<file path="src/rtl/su_pkg.sv">
package su_pkg;
  typedef enum logic [1:0] {
    OP_IDLE   = 2'd0,
    OP_ERASE  = 2'd1,
    OP_PROG   = 2'd2,
    OP_RECALL = 2'd3
  } op_state_e;
endpackage

</file>
<file path="src/rtl/su_rst_sync.sv">
module su_rst_sync (
  input  logic clk,
  input  logic rst_n,
  output logic rst_sn
);
  logic [1:0] sync_q;

  always_ff @(posedge clk or negedge rst_n) begin
    if (!rst_n) sync_q <= 2'b00;
    else        sync_q <= {sync_q[0], 1'b1};
  end

  assign rst_sn = sync_q[1];
endmodule

</file>
<file path="src/rtl/su_match.sv">
module su_match #(
  parameter int ADDR_W = 16,
  parameter int NPRE   = 5,
  parameter logic [NPRE*ADDR_W-1:0] PREFIX = '0,
  parameter logic [ADDR_W-1:0] KEY_ST = '0,
  parameter logic [ADDR_W-1:0] KEY_RC = '0
) (
  input  logic              clk,
  input  logic              rst_sn,
  input  logic              acc_rd,
  input  logic              acc_wr,
  input  logic [ADDR_W-1:0] addr,
  input  logic              blocked,
  input  logic              op_done,
  output logic              hit_store,
  output logic              hit_recall
);
  localparam int STEP_W = $clog2(NPRE + 1);
  localparam logic [STEP_W-1:0] LAST = STEP_W'(NPRE);

  logic [STEP_W-1:0] step_q, step_n;
  logic [NPRE:0]     pre_eq;
  logic              key_st_eq, key_rc_eq;
  logic              step_en;

  // one comparator per prefix entry; top slot never matches
  for (genvar gi = 0; gi < NPRE; gi++) begin : g_cmp
    assign pre_eq[gi] = (addr == PREFIX[gi*ADDR_W +: ADDR_W]);
  end
  assign pre_eq[NPRE] = 1'b0;

  assign key_st_eq = (addr == KEY_ST);
  assign key_rc_eq = (addr == KEY_RC);

  always_comb begin
    step_n     = step_q;
    hit_store  = 1'b0;
    hit_recall = 1'b0;
    if (op_done) begin
      step_n = '0;
    end else if (!blocked && acc_wr) begin
      step_n = '0;
    end else if (!blocked && acc_rd) begin
      if (step_q == LAST) begin
        hit_store  = key_st_eq;
        hit_recall = key_rc_eq && !key_st_eq;
        if (key_st_eq || key_rc_eq) step_n = '0;
        else                        step_n = pre_eq[0] ? STEP_W'(1) : '0;
      end else if (pre_eq[step_q]) begin
        step_n = step_q + STEP_W'(1);
      end else begin
        step_n = pre_eq[0] ? STEP_W'(1) : '0;
      end
    end
  end

  assign step_en = (step_n != step_q);

  always_ff @(posedge clk or negedge rst_sn) begin
    if (!rst_sn)      step_q <= '0;
    else if (step_en) step_q <= step_n;
  end

  // progress never exceeds the prefix length
  a_r1_step_range: assert property (@(posedge clk) disable iff (!rst_sn)
    step_q <= LAST);
  // an unblocked write leaves no progress
  a_r6_wr_clears: assert property (@(posedge clk) disable iff (!rst_sn)
    (!blocked && acc_wr) |=> (step_q == '0));
  // blocked accesses cannot advance the pattern
  a_r10_blocked_hold: assert property (@(posedge clk) disable iff (!rst_sn)
    (blocked && !op_done) |=> $stable(step_q));
  // a done report clears progress
  a_r11_done_clears: assert property (@(posedge clk) disable iff (!rst_sn)
    op_done |=> (step_q == '0));
endmodule

</file>
<file path="src/rtl/su_opseq.sv">
module su_opseq
  import su_pkg::*;
(
  input  logic clk,
  input  logic rst_sn,
  input  logic hit_store,
  input  logic hit_recall,
  input  logic op_done,
  output logic erase_go,
  output logic prog_go,
  output logic recall_go,
  output logic busy
);
  op_state_e st_q, st_n;
  logic erase_n, prog_n, recall_n;

  always_comb begin
    st_n     = st_q;
    erase_n  = 1'b0;
    prog_n   = 1'b0;
    recall_n = 1'b0;
    unique case (st_q)
      OP_IDLE: begin
        if (hit_store) begin
          st_n    = OP_ERASE;
          erase_n = 1'b1;
        end else if (hit_recall) begin
          st_n     = OP_RECALL;
          recall_n = 1'b1;
        end
      end
      OP_ERASE: begin
        if (op_done) begin
          st_n   = OP_PROG;
          prog_n = 1'b1;
        end
      end
      OP_PROG:   if (op_done) st_n = OP_IDLE;
      OP_RECALL: if (op_done) st_n = OP_IDLE;
      default:   st_n = OP_IDLE;
    endcase
  end

  always_ff @(posedge clk or negedge rst_sn) begin
    if (!rst_sn) begin
      st_q      <= OP_IDLE;
      erase_go  <= 1'b0;
      prog_go   <= 1'b0;
      recall_go <= 1'b0;
    end else begin
      st_q      <= st_n;
      erase_go  <= erase_n;
      prog_go   <= prog_n;
      recall_go <= recall_n;
    end
  end

  assign busy = (st_q != OP_IDLE);

  // at most one command per cycle
  a_r2_one_cmd: assert property (@(posedge clk) disable iff (!rst_sn)
    $onehot0({erase_go, prog_go, recall_go}));
  // erase command lasts a single cycle
  a_r2_erase_single: assert property (@(posedge clk) disable iff (!rst_sn)
    erase_go |=> !erase_go);
  // program command only follows a done report
  a_r4_prog_after_done: assert property (@(posedge clk) disable iff (!rst_sn)
    prog_go |-> $past(op_done));
  // every command is issued with I/O disabled
  a_r10_cmd_busy: assert property (@(posedge clk) disable iff (!rst_sn)
    (erase_go || prog_go || recall_go) |-> busy);
endmodule

</file>
<file path="src/rtl/su_unlock_top.sv">
module su_unlock_top #(
  parameter int ADDR_W = 16,
  parameter int NPRE   = 5,
  parameter logic [NPRE*ADDR_W-1:0] PREFIX =
    {16'h703F, 16'h7C1F, 16'h83E0, 16'hB1C7, 16'h4E38},
  parameter logic [ADDR_W-1:0] KEY_ST = 16'h8FC0,
  parameter logic [ADDR_W-1:0] KEY_RC = 16'h4C63
) (
  input  logic              clk,
  input  logic              rst_n,
  input  logic              ce_rd,
  input  logic              oe_rd,
  input  logic              wr_evt,
  input  logic [ADDR_W-1:0] acc_addr,
  input  logic              op_done,
  output logic              erase_start,
  output logic              prog_start,
  output logic              recall_start,
  output logic              io_dis
);
  logic rst_sn;
  logic acc_rd;
  logic hit_store, hit_recall;

  // either strobe completes a read; both together are one read
  assign acc_rd = ce_rd | oe_rd;

  su_rst_sync u_rst (
    .clk    (clk),
    .rst_n  (rst_n),
    .rst_sn (rst_sn)
  );

  su_match #(
    .ADDR_W (ADDR_W),
    .NPRE   (NPRE),
    .PREFIX (PREFIX),
    .KEY_ST (KEY_ST),
    .KEY_RC (KEY_RC)
  ) u_match (
    .clk        (clk),
    .rst_sn     (rst_sn),
    .acc_rd     (acc_rd),
    .acc_wr     (wr_evt),
    .addr       (acc_addr),
    .blocked    (io_dis),
    .op_done    (op_done),
    .hit_store  (hit_store),
    .hit_recall (hit_recall)
  );

  su_opseq u_seq (
    .clk        (clk),
    .rst_sn     (rst_sn),
    .hit_store  (hit_store),
    .hit_recall (hit_recall),
    .op_done    (op_done),
    .erase_go   (erase_start),
    .prog_go    (prog_start),
    .recall_go  (recall_start),
    .busy       (io_dis)
  );

  // a recall command is followed by I/O disable
  a_r5_recall_busy: assert property (@(posedge clk) disable iff (!rst_sn)
    recall_start |=> io_dis);
endmodule

</file>
<file path="config.mk">
export PLATFORM = sky130hd
export DESIGN_NAME = su_unlock_top
export DESIGN_NICKNAME = d
export VERILOG_FILES = /design/src/rtl/su_pkg.sv /design/src/rtl/su_rst_sync.sv /design/src/rtl/su_match.sv /design/src/rtl/su_opseq.sv /design/src/rtl/su_unlock_top.sv
export SDC_FILE = /design/constraint.sdc
export NUM_CORES = 1
export LEC_CHECK = 0
export CAP_MARGIN = 20
export CORE_MARGIN = 2
export CORE_UTILIZATION = 41
export DETAILED_ROUTE_END_ITERATION = 8
export HOLD_SLACK_MARGIN = 0.1
export PLACE_DENSITY = 0.83
export RECOVER_POWER = 25
export SYNTH_ARGS = -nofsm -noshare
export SYNTH_HDL_FRONTEND = slang
export SYNTH_SLANG_ARGS = --single-unit
export TNS_END_PERCENT = 50
</file>
<file path="constraint.sdc">
create_clock -name clk -period 1 [get_ports clk]
set_clock_uncertainty 0.2 [all_clocks]
set_input_delay 0.1 -clock clk [delete_from_list [all_inputs] [get_ports clk]]
set_output_delay 0.1 -clock clk [all_outputs]
set_load 0.02 [all_outputs]
</file>
==> results by group <==
Layout
  • Area Overhead vs Synth: 92.7%
  • Filler cells: 94
  • ANT cells: 0
  • Area occupied by multi-input gates: 473 um2
  • Layout cell share with drive strength beyond 1: 0.507
  • Most frequent cells in the layout: buf_4, dlygate4sd2_1, dfrtp_1, nand2_1, a21oi_1
  • Commonest non-fill, non-tap cell in the layout: buf_4
  • Final #Nets: between 150 and 200
  • Sequential cell area: 253 um2
  • Final Non-Filler Cells: 150

Drt
  • Drt wl/cell: 14.3 um
  • DR pass1 iterations: 4
  • Final ANT Viol Nets: 0
  • Iter 0 DRT Violations: 7
  • DRC viols: 0
  • Routed WL: between 2 and 2.5 mm
  • Vias per Instance: 5.52
  • Via count: just over 800

Logic synthesis
  • Post-synthesis sequential area ratio: 0.383
  • Cells after Synth: 74
  • Library cells used by synthesis: 29
  • Main synth FF type: dfrtp_1
  • Synthesis-stage register bit count: 10
  • Async set or reset register ratio after synthesis: 1.00
  • Post-synth top area cell: dfrtp_1
  • Synth Net Count: 98
  • Top-area cell type share of the netlist area: 0.383
  • Mapped cell area: roughly 650 um2
  • Warnings from Yosys: 0
  • Avg Cell Area, Syn: approximately 8.8 um2
  • Number of flops mapped to enable cells by yosys: 0
  • Synth top area cells: dfrtp_1, a21oi_1, nand4_1

Placed design
  • I/O Buffers: 25
  • Final HPWL DP: 1.47 mm
  • Routability cong.: about 0.88
  • Placed Cells: around 140
  • Worst slack at placement: -1.20 ns

Run status
  • Failing checks: hold timing, setup timing
  • Status: complete, but fails checks

STA
  • Final WS setup: -0.664 ns
  • WHS: -0.0671 ns
  • RSZ-0062 raised after global routing: true
  • Peak Freq: ~600 MHz
  • Tmin final: between 1.5 and 2 ns
  • Final Cycle Share: 1.66
  • Final setup TNS: -4.75 ns
  • Final setup fails: 12
  • Final Hold Violating Endpoints: 8
  • Pins Over Slew Limit: 0

Global routing
  • GR Overflow Total: 0
  • GR Util All Layers: 0.243
  • Global-route wire length before repair: ~3.5 mm
  • Vias in the first global route: around 860
  • Pin count of the biggest net entering global routing: 9
  • Initial antenna violation count: 0

Worst setup path
  • Worst path cell trace: buf_4 -> nand4b_1 -> o21ai_2 -> o211a_4 -> o2111ai_2 -> o22ai_2
  • Worst path slowest cell: dfrtp_2
  • Crit path max fanout: 6
  • Worst setup EP type: flip-flop
  • CP Data Arrival Time: between 1.5 and 2 ns
  • Cell family with most CP delay: compound AO/OA/AOI/OAI gates
  • CP bufs+invs: 1
  • CP peak stage delay: between 0.4 and 0.5 ns
  • Crit start category: flip-flop
  • CP Class: flip-flop to flip-flop
  • CP required: 0.94 ns

Die
  • Die area: 1930 um2
  • Initial Utilization: 0.434
  • Core outline area: 1510 um2
  • Die Span Y: 43.9 um
  • Row count: 14
  • Num ports: 26
  • Die X: around 44 um

Clock network
  • Hold buffers post-CTS: 1
  • Clock buffer depth: 2
  • CTS tree: done
  • Clock slew seen by the registers of the worst setup and hold paths: ~0.070 ns
  • Root Buffer: clkbuf_4
  • H-Tree Depth: 1
  • TritonCTS Buffers: 3
  • Clk sink count: 10
  • Clk_lat worst skew: 0.26 ns

Power
  • Reg power frac: 0.427
  • Sw frac: 0.237
  • Pwr dens: between 700 and 800 nW/um2
  • Clock network power share: 0.371
  • Pint: between 0.0007 and 0.0008 W
  • Worst VDD drop: about 0.66 mV
  • Power Total: between 0.0009 and 0.001 W
  • P_leak: ~0.60 nW
  • Net switching power figure: about 0.00023 W
  • Combinational share of power: 0.202

Worst hold path
  • Worst hold path type: flip-flop to async pin

Job
  • Total of max-cap violations: 0
## path summary, 6_finish.rpt
check | from | endpoint | slack, ns | cells past startpoint
hold / removal | u_rst.sync_q[1]$_DFF_PN0_ | u_match.step_q[2]$_DFFE_PN0P_ | -0.07 | 0
setup reg to reg | u_match.step_q[0]$_DFFE_PN0P_ | u_match.step_q[2]$_DFFE_PN0P_ | -0.66 | 6
min in group clk | acc_addr[3] | u_seq.erase_go$_DFF_PN0_ | 0.07 | 5
max in group asynchronous | rst_n | u_rst.sync_q[1]$_DFF_PN0_ | 0.14 | 2
hold reg to reg | u_rst.sync_q[1]$_DFF_PN0_ | u_match.step_q[2]$_DFFE_PN0P_ | -0.07 | 0
setup / recovery | u_match.step_q[0]$_DFFE_PN0P_ | u_match.step_q[2]$_DFFE_PN0P_ | -0.66 | 6
## power by group through the flow
stage	sequential, W	combinational, W	clock [W]
floorplan	0.000424	0.0000427	0
global placement	0.000427	0.000184	0
detailed placement	0.000427	0.000190	0
CTS	0.000419	0.000178	0.000374
global route	0.000420	0.000215	0.000393
finish	0.000419	0.000198	0.000364
## cells in the mapped netlist (2+ instances only)
master	n
a21oi_1	7
and4b_1	2
and4bb_2	2
dfrtp_1	10
ha_1	2
inv_1	3
nand2_1	6
nand3_1	2
nand4_1	5
nand4b_1	2
nor2_1	7
nor3_1	3
nor3b_1	2
o2111ai_1	2
o21ai_0	5
## layout make-up
type / count / share of cell area
tap: 16 / 0.0159
multi-input combinational: 60 / 0.376
timing repair buffer: 56 / 0.367
inverter: 4 / 0.0119
sequential: 10 / 0.201
clock buffer: 4 / 0.0288
## sequential cells by signal, indices dropped and copies added (netlist names)
name,flops
u_match.step_q,3
u_seq.erase_go,1
u_seq.st_q,2
u_rst.sync_q,2
u_seq.recall_go,1
u_seq.prog_go,1
## stage by stage
step / cell area, um2 / util
after floorplan: 656 / -
after global placement: 1090 / 0.724
after detailed placement: 1090 / 0.724
after CTS: 1170 / 0.774
after global routing: 1260 / 0.836
final: 1260 / 0.836
## kinds of logic after synthesis
logic type      Yosys count  share of synthesized area
compound gates           20                      0.192
fa+ha+maj                 2                     0.0383
buf+inv                   4                     0.0230
flops                    10                      0.383
other cells               1                    0.00574
simple gates             37                      0.358
## routing by layer
layer / vias up / GRT usage / share of wire
met3: 4 / 0.0625 / 0.054
met5: - / 0 / 0
met2: 36 / 0.456 / 0.55
li1: 406 / - / -
met4: 0 / 0.0788 / 0.014
met1: 382 / 0.259 / 0.38
## timing repair
action,4_1_cts,5_1_grt
setup endpoints to repair,12,12
buffers inserted,3,5
pin swaps,15,11
endpoints found under the hold margin,10,8
gates resized for setup,50,20
Note: power is estimated with default switching activity, not from simulation.
